===== src/rtl/pwm_dc_pkg.sv =====
package pwm_dc_pkg;

  typedef enum logic {
    PH_LOW  = 1'b0,
    PH_HIGH = 1'b1
  } phase_e;

  // Requested high time limited to one full period.
  function automatic int unsigned clamp_duty(input int unsigned d, input int unsigned full);
    return (d > full) ? full : d;
  endfunction

  // Clocks left for the low phase once the high phase is done.
  function automatic int unsigned low_span(input int unsigned d, input int unsigned full);
    return full - clamp_duty(d, full);
  endfunction

endpackage


===== src/rtl/pwm_dc_duty_hold.sv =====
module pwm_dc_duty_hold
  import pwm_dc_pkg::*;
#(
  parameter int unsigned CNT_W = 8
) (
  input  logic                 clk,
  input  logic                 rst,
  input  logic                 load_i,
  input  logic [CNT_W:0]       duty_i,
  input  logic                 take_i,
  output logic [CNT_W:0]       act_o,
  output logic [CNT_W:0]       next_o
);
  localparam int unsigned DW   = CNT_W + 1;
  localparam int unsigned FULL = 1 << CNT_W;

  logic [DW-1:0] pend_q;
  logic [DW-1:0] act_q;
  logic          pend_vld_q;
  logic [DW-1:0] in_clamped;

  assign in_clamped = DW'(clamp_duty(32'(duty_i), FULL));

  // A load in the boundary cycle is applied to the period that starts there.
  always_comb begin
    if (load_i)          next_o = in_clamped;
    else if (pend_vld_q) next_o = pend_q;
    else                 next_o = act_q;
  end

  always_ff @(posedge clk) begin
    if (rst) begin
      pend_q     <= '0;
      act_q      <= '0;
      pend_vld_q <= 1'b0;
    end else if (take_i) begin
      act_q      <= next_o;
      pend_vld_q <= 1'b0;
    end else if (load_i) begin
      pend_q     <= in_clamped;
      pend_vld_q <= 1'b1;
    end
  end

  assign act_o = act_q;

endmodule


===== src/rtl/pwm_dc_up_cnt.sv =====
module pwm_dc_up_cnt #(
  parameter int unsigned DW = 9
) (
  input  logic          clk,
  input  logic          rst,
  input  logic          start_i,
  input  logic          step_i,
  input  logic [DW-1:0] limit_i,
  output logic [DW-1:0] cnt_o,
  output logic          done_o
);
  logic [DW-1:0] cnt_q;

  always_ff @(posedge clk) begin
    if (rst)          cnt_q <= '0;
    else if (start_i) cnt_q <= DW'(1);
    else if (step_i)  cnt_q <= cnt_q + DW'(1);
  end

  assign cnt_o  = cnt_q;
  assign done_o = (cnt_q == limit_i);

endmodule


===== src/rtl/pwm_dc_dn_cnt.sv =====
module pwm_dc_dn_cnt #(
  parameter int unsigned DW = 9
) (
  input  logic          clk,
  input  logic          rst,
  input  logic          load_i,
  input  logic [DW-1:0] load_val_i,
  input  logic          step_i,
  output logic [DW-1:0] cnt_o,
  output logic          last_o
);
  logic [DW-1:0] cnt_q;

  always_ff @(posedge clk) begin
    if (rst)         cnt_q <= '0;
    else if (load_i) cnt_q <= load_val_i;
    else if (step_i) cnt_q <= cnt_q - DW'(1);
  end

  assign cnt_o  = cnt_q;
  assign last_o = (cnt_q <= DW'(1));

endmodule


===== src/rtl/pwm_dc_gen.sv =====
module pwm_dc_gen
  import pwm_dc_pkg::*;
#(
  parameter int unsigned CNT_W = 8
) (
  input  logic             clk,
  input  logic             rst,
  input  logic [CNT_W:0]   duty_i,
  input  logic             load_i,
  output logic             pwm_o
);
  localparam int unsigned DW   = CNT_W + 1;
  localparam int unsigned FULL = 1 << CNT_W;
  localparam logic [DW-1:0] FULL_DW = DW'(FULL);

  phase_e        ph_q;
  logic          ph_high;
  logic [DW-1:0] act_duty;
  logic [DW-1:0] next_duty;
  logic [DW-1:0] low_len;
  logic [DW-1:0] up_cnt;
  logic [DW-1:0] dn_cnt;
  logic          up_done;
  logic          dn_last;

  // Named internal events, also watched by the checker.
  logic          hi_done;
  logic          lo_last;
  logic          period_start;
  logic          next_is_zero;

  assign ph_high      = (ph_q == PH_HIGH);
  assign hi_done      = ph_high && up_done;
  assign lo_last      = !ph_high && dn_last;
  assign low_len      = DW'(low_span(32'(act_duty), FULL));
  assign period_start = lo_last || (hi_done && (low_len == '0));
  assign next_is_zero = (next_duty == '0);

  pwm_dc_duty_hold #(.CNT_W(CNT_W)) u_hold (
    .clk    (clk),
    .rst    (rst),
    .load_i (load_i),
    .duty_i (duty_i),
    .take_i (period_start),
    .act_o  (act_duty),
    .next_o (next_duty)
  );

  pwm_dc_up_cnt #(.DW(DW)) u_hi_cnt (
    .clk     (clk),
    .rst     (rst),
    .start_i (period_start && !next_is_zero),
    .step_i  (ph_high && !hi_done),
    .limit_i (act_duty),
    .cnt_o   (up_cnt),
    .done_o  (up_done)
  );

  pwm_dc_dn_cnt #(.DW(DW)) u_lo_cnt (
    .clk        (clk),
    .rst        (rst),
    .load_i     ((period_start && next_is_zero) || (hi_done && !period_start)),
    .load_val_i (period_start ? FULL_DW : low_len),
    .step_i     (!ph_high && !lo_last),
    .cnt_o      (dn_cnt),
    .last_o     (dn_last)
  );

  always_ff @(posedge clk) begin
    if (rst)               ph_q <= PH_LOW;
    else if (period_start) ph_q <= next_is_zero ? PH_LOW : PH_HIGH;
    else if (hi_done)      ph_q <= PH_LOW;
  end

  assign pwm_o = ph_high;

endmodule


===== config.mk =====
export PLATFORM = sky130hd
export DESIGN_NAME = pwm_dc_gen
export DESIGN_NICKNAME = d
export VERILOG_FILES = /design/src/rtl/pwm_dc_pkg.sv /design/src/rtl/pwm_dc_duty_hold.sv /design/src/rtl/pwm_dc_up_cnt.sv /design/src/rtl/pwm_dc_dn_cnt.sv /design/src/rtl/pwm_dc_gen.sv
export SDC_FILE = /design/constraint.sdc
export NUM_CORES = 1
export LEC_CHECK = 0
export BUFFER_PORTS_ARGS = -buffer_cell sky130_fd_sc_hd__buf_2
export CELL_PAD_IN_SITES_DETAIL_PLACEMENT = 0
export CELL_PAD_IN_SITES_GLOBAL_PLACEMENT = 1
export CORE_ASPECT_RATIO = 0.9
export CORE_MARGIN = 4
export CORE_UTILIZATION = 42
export DETAILED_ROUTE_END_ITERATION = 12
export GPL_ROUTABILITY_DRIVEN = 0
export GPL_TIMING_DRIVEN = 0
export PLACE_DENSITY = 0.72
export SYNTH_ARGS = -nofsm -noshare
export SYNTH_HDL_FRONTEND = slang
export SYNTH_SLANG_ARGS = --single-unit
export TNS_END_PERCENT = 30

===== constraint.sdc =====
create_clock -name clk -period 3.1 [get_ports clk]
set_input_delay 0.31 -clock clk [delete_from_list [all_inputs] [get_ports clk]]
set_output_delay 0.31 -clock clk [all_outputs]
set_load 0.02 [all_outputs]

# After elaboration in Yosys (flattened, before gate mapping)
# Cells that the tools add are included.
word_totals:
  regBits: 38
  word_cells: 50
classes:
  add_sub_neg: 3
  magnitude_cmp: 3
  n_eq_ne: 1
  n_mux: 12
  n_bitwise: 1
  n_reduce_logical: 23
ops:
  columns: ["operator", "count"]
  rows:
  - ["9-bit 2-to-1 mux", 7]
  - ["9-bit greater-than comparator (second input constant)", 2]
  - ["9-bit logical NOT", 2]
  - ["9-bit by 1-bit adder with 9-bit output (second input constant)", 1]
  - ["9-bit == test", 1]
  - ["9-bit by 1-bit less-or-equal comparator with 1-bit output (second input constant)", 1]
  - ["9-bit by 1-bit subtractor with 9-bit output (second input constant)", 1]
  - ["9-bit subtractor (first input constant)", 1]
  - ["1-bit logical AND", 8]
  - ["2-bit nonzero test", 3]
  - ["1-bit logical NOT", 5]
  - ["1-bit 2-to-1 mux", 5]
  - ["2-bit OR reduction", 2]
  - ["1-bit logical OR", 2]
  - ["2-bit AND reduction", 1]
  - ["1-bit inverter", 1]

# Depth between registers and ports, before layout
depth:
  depth_word: 10
  depth_mapped: 13

# Hierarchy
# Synthesis repeated with hierarchy kept, for this count alone.
hier_totals:
  hier_cells: 307
  hier_area_um2: 2437.3
modules_own_cells:
  columns: ["mod", "n_inst", "cells_per_inst", "area_each_um2"]
  rows:
  - ["pwm_dc_duty_hold", 1, 119, 947.2]
  - ["pwm_dc_dn_cnt", 1, 69, 570.5]
  - ["pwm_dc_up_cnt", 1, 58, 518.0]
  - ["pwm_dc_gen", 1, 61, 401.6]

# Worst setup path before layout
# Ideal clock, no wire load.
synth_timing:
  path_kind: "register -> register"
  start: "register u_hold.act_q[8], in the netlist u_hold.act_o[8]"
  end: "register u_lo_cnt.cnt_q[6], in the netlist u_lo_cnt.cnt_o[6]"
  arrival_time_ns: 2.833
  required_time_ns: 2.971
  slack_ns: 0.138
  stages_incl_launch_ff: 14
  path_buffers: 3
  synth_period_minus_slack_ns: 2.962
  cell_sequence: "dfxtp_1 buf_6 inv_1 nand2_1 ha_1 and2b_1 a31o_1 or3_1 or4_1 buf_6 o21ba_1 buf_6 nor4_1 nor3_1"
synth_via:
  elab_chain_cells: 10
synth_rtl:
  columns: ["element", "line_no", "text"]
  rows:
  - ["start: declaration", "pwm_dc_duty_hold.sv:18", "logic [DW-1:0] act_q;"]
  - ["start signal: assignment", "pwm_dc_duty_hold.sv:37", "act_q <= next_o;"]
  - ["9-bit greater-than comparator", "pwm_dc_pkg.sv:10", "return (d > full) ? full : d;"]
  - ["9-bit 2-to-1 mux", "pwm_dc_pkg.sv:10", null]
  - ["9-bit subtractor", "pwm_dc_pkg.sv:15", "return full - clamp_duty(d, full);"]
  - ["9-bit logical NOT", "pwm_dc_gen.sv:36", "assign period_start = lo_last || (hi_done && (low_len == '0));"]
  - ["1-bit logical AND", "pwm_dc_gen.sv:36", null]
  - ["1-bit logical OR", "pwm_dc_gen.sv:36", null]
  - ["1-bit logical NOT", "pwm_dc_gen.sv:62", ".load_i ((period_start && next_is_zero) || (hi_done && !period_start)),"]
  - ["1-bit logical AND", "pwm_dc_gen.sv:62", null]
  - ["1-bit logical OR", "pwm_dc_gen.sv:62", null]
  - ["9-bit 2-to-1 mux or 2-bit nonzero test (tied branches)", null, null]
  - ["end signal: assignment", "pwm_dc_dn_cnt.sv:16", "else if (load_i) cnt_q <= load_val_i;"]
  - ["end signal: assignment", "pwm_dc_dn_cnt.sv:17", "else if (step_i) cnt_q <= cnt_q - DW'(1);"]
  - ["end: declaration", "pwm_dc_dn_cnt.sv:12", "logic [DW-1:0] cnt_q;"]
# Parallel ways exist; a longest one is shown, timed or not.
# A chain may end at the register's enable or synchronous reset.

# Worst setup path in the final report
layout_timing:
  start: "register u_hold.act_q[8], in the netlist u_hold.act_o[8]"
  end: "register u_hold.pend_q[5]"
layout_via:
  elab_chain_cells: 8
layout_rtl:
  columns: ["element", "line_no", "text"]
  rows:
  - ["9-bit greater-than comparator", "pwm_dc_pkg.sv:10", null]
  - ["9-bit 2-to-1 mux", "pwm_dc_pkg.sv:10", null]
  - ["9-bit subtractor", "pwm_dc_pkg.sv:15", null]
  - ["9-bit logical NOT", "pwm_dc_gen.sv:36", null]
  - ["1-bit logical AND (*)", "pwm_dc_gen.sv:36", null]
  - ["1-bit logical OR (*)", "pwm_dc_gen.sv:36", null]
  - ["1-bit inverter (no source line) (*)", null, null]
  - ["2-bit AND reduction (no source line) (*)", null, null]
  - ["end signal: assignment", "pwm_dc_duty_hold.sv:40", "pend_q <= in_clamped;"]
  - ["end: declaration", "pwm_dc_duty_hold.sv:17", "logic [DW-1:0] pend_q;"]
# Mark *: on every way between the ends. The rest lies on a longest branch, timed or not.

==> flow_summary.toml <==
[run_status]
status = "completed"

[finish]
fin_util_pct = 50.1
nets = 323
fin_cells = 377
diodes = 0
synthToLayoutAreaGrowth_pct = 15.6
drive_gt1_share_pct = 23.8
fillCellCount = 547

[yosys]
synth.largest_area_cell = "dfxtp_1"
synth_common_cells = "nor2_1 (41), dfxtp_1 (38), mux2i_1 (20), nand2_1 (19), mux2_2 (17)"
ys.flop_type = "dfxtp_1"
synth.area.top_cells = "dfxtp_1 (31%), mux2i_1 (8.1%), mux2_2 (7.8%), nor2_1 (6.2%), xor2_1 (5.0%)"
netlist.area_leader.share_pct = 30.8
yosys_warnings = 0
netlist_area_um2 = 2470
seq_area_frac_synth_pct = 30.8
syn_area_per_cell_um2 = 8.81
async_flop_share_pct = 0
synth_edf_count = 0
synth.most_common_cell = "nor2_1"
postSynthNetCount = 297
synth_cells = 280
synth-seq-cells = 38
synth_cell_type_count = 47

[detailed_routing]
drt_wl_total_um = 5980
wl_per_cell_um = 15.9
ant_nets = 0
drt-initial-drc-count = 133
first_pass_iters = 6
dr_total_vias = 2048
vias_per_cell = 5.43
drcViolationCount = 0

[critical_path]
critPathMaxFanout = 6
cpPeakStageDelay_ns = 0.57
rr_worst_depth = 12
r2r_slack_ns = 0.08
cp_num_buf_inv = 3
crit_path_cell_trace = "buf_8, clkinvlp_4, nand2_2, ha_4, and2b_1, a31o_1, or3_1, or4_4, o211ai_1, buf_4, mux2i_1, nor2_1"
cp.depth = 12
worst_ep_required_time_ns = 3.27
endpoint_kind = "flip-flop"
startpoint_type = "flip-flop"
crit_slowest_cell = "or4_4"
cp.arrival_ns = 3.18
critPathTopFamily = "simple AND/OR/NAND/NOR gates"
criticalPathCategory = "reg -> reg"

[clock_tree]
h-tree-depth = 2
cts.sinks = 38
clk_pin_slew_ns = 0.08
cts_tree = "yes"
clk_latency_ns = 0.29
cts.path.max_buffers = 2
root_buffer = "clkbuf_8"
cts_buffers = 5

[floorplan]
ios = 13
start_util_pct = 43.3
die_h_um = 80.7
coreArea_um2 = 5690
rows = 26
dieArea_um2 = 7160
die_w_um = 88.8

[global_routing]
grt_overflow = 0
grt_pass1_wl_um = 10200
grt_pass1_vias = 1991
grt_max_degree = 12
antenna_found_initial = 0
grt_use_total_pct = 18.7

[sta]
max_freq_mhz = 332
final_hold_viol_count = 0
slew_headroom_pct = 52.8
worst_pin_slew_ns = 0.705
fin_crit_sh_pct = 97.3
finalSetupViolCount = 0
fin_crit_ns = 3.02
fin_skew_ns = 0.00690
tns_ns = 0
rsz0062_at_grt = "yes"
maxSlewViolCount = 0

[place]
dp_hpwl_um = 4180
placed_cells = 361
port_buffers = 11

[power_and_ir_drop]
p_leak_nw = 1.19
peakVddDrop_uv = 496
powerDensity_nw_per_um2 = 911

[min_path]
hold_path.class = "in -> reg"
whs_path_depth = 2

[run]
maxCapViolations = 0
==> area by class of cell <==
| cell class | count | area [um2] | area share, % |
|---|---|---|---|
| Timing Repair Buffer | 20 | 123 | 4.30 |
| Clock inverter | 1 | 30.0 | 1.05 |
| Buffer | 15 | 150 | 5.27 |
| Sequential cell | 38 | 762 | 26.7 |
| Tap cell | 70 | 87.6 | 3.07 |
| Clock buffer | 7 | 76.3 | 2.68 |
| Multi-Input combinational cell | 219 | 1590 | 55.8 |
| Inverter | 7 | 30.0 | 1.05 |
==> cells in the final DEF, fill, tap and decap left out, types with 5 or more instances in the layout <==
cell and count:
nor2_1 40, inv_1 6, mux2i_1 20, nand2_1 17
nor3_1 16, nor4_1 6, nor2b_1 10, a21oi_1 7
xor2_1 14, clkbuf_8 9, buf_6 5, xnor2_1 13
dfxtp_1 37, mux2_2 17, buf_2 12, buf_4 10
o21ai_0 5
==> timing repair <==
action | CTS | global route
setup buffers | 2 | 5
endpoints found under the setup margin | 38 | 21
hold buffers | 0 | 0
resized for setup | 12 | 7
pin swaps | 2 | 1
cloned | 2 | 0
==> logic make-up (layout without fill, tap and decap cells) <==
group	after synthesis	count (layout)	synth area share, %
multiplexers	37	37	15.9
adder cells (fa/ha/maj)	5	5	2.54
AND/OR/NAND/NOR	113	113	22.8
flip-flops	38	38	30.8
buffers and inverters	23	50	7.31
AO/OA/AOI/OAI	37	37	11.0
XOR/XNOR	27	27	9.59
==> power by group <==
group	switching, mW	leakage [nW]	internal (mW)
clock	0.178	0.0524	0.241
sequential	0.0968	0.310	0.583
combinational	0.817	0.825	0.680
==> state kept, by name, indices dropped and copies added (netlist names) <==
register,flops
pwm_o,1
u_lo_cnt.cnt_o,9
u_hi_cnt.cnt_o,9
u_hold.pend_q,9
u_hold.act_o,9
u_hold.pend_vld_q,1
==> routing by layer <==
metal	up-vias	global-route usage, %	part of all wire [%]
li1	1047	-	-
met1	953	28.4	53
met2	39	26.3	40
met3	9	3.18	4.8
met4	0	5.44	1.4
met5	-	0	0
==> path summary, 6_finish.rpt <==
path | endpoint | from
max | u_hold.pend_q[5] | u_hold.act_o[8]
min | u_lo_cnt.cnt_o[5] | rst
max reg2reg | u_hold.pend_q[5] | u_hold.act_o[8]
min reg2reg | u_hold.pend_q[0] | u_hold.pend_q[0]
==> per-stage QoR <==
| stage | setup slack [ns] | hold slack (ns) | area [um2] | total power [mW] |
|---|---|---|---|---|
| final | 0.0838 | 0.260 | 2850 | 2.60 |
| after global routing | -0.0758 | 0.250 | 2850 | 2.80 |
| after CTS | 0.0164 | 0.244 | 2790 | 2.55 |
| after detailed placement | -0.254 | 0.485 | 2610 | 2.04 |
| after global placement | -0.277 | 0.473 | 2610 | 2.04 |
| after floorplan | 0.138 | 0.454 | 2470 | 1.76 |
Power figures use the tool's default switching activity.
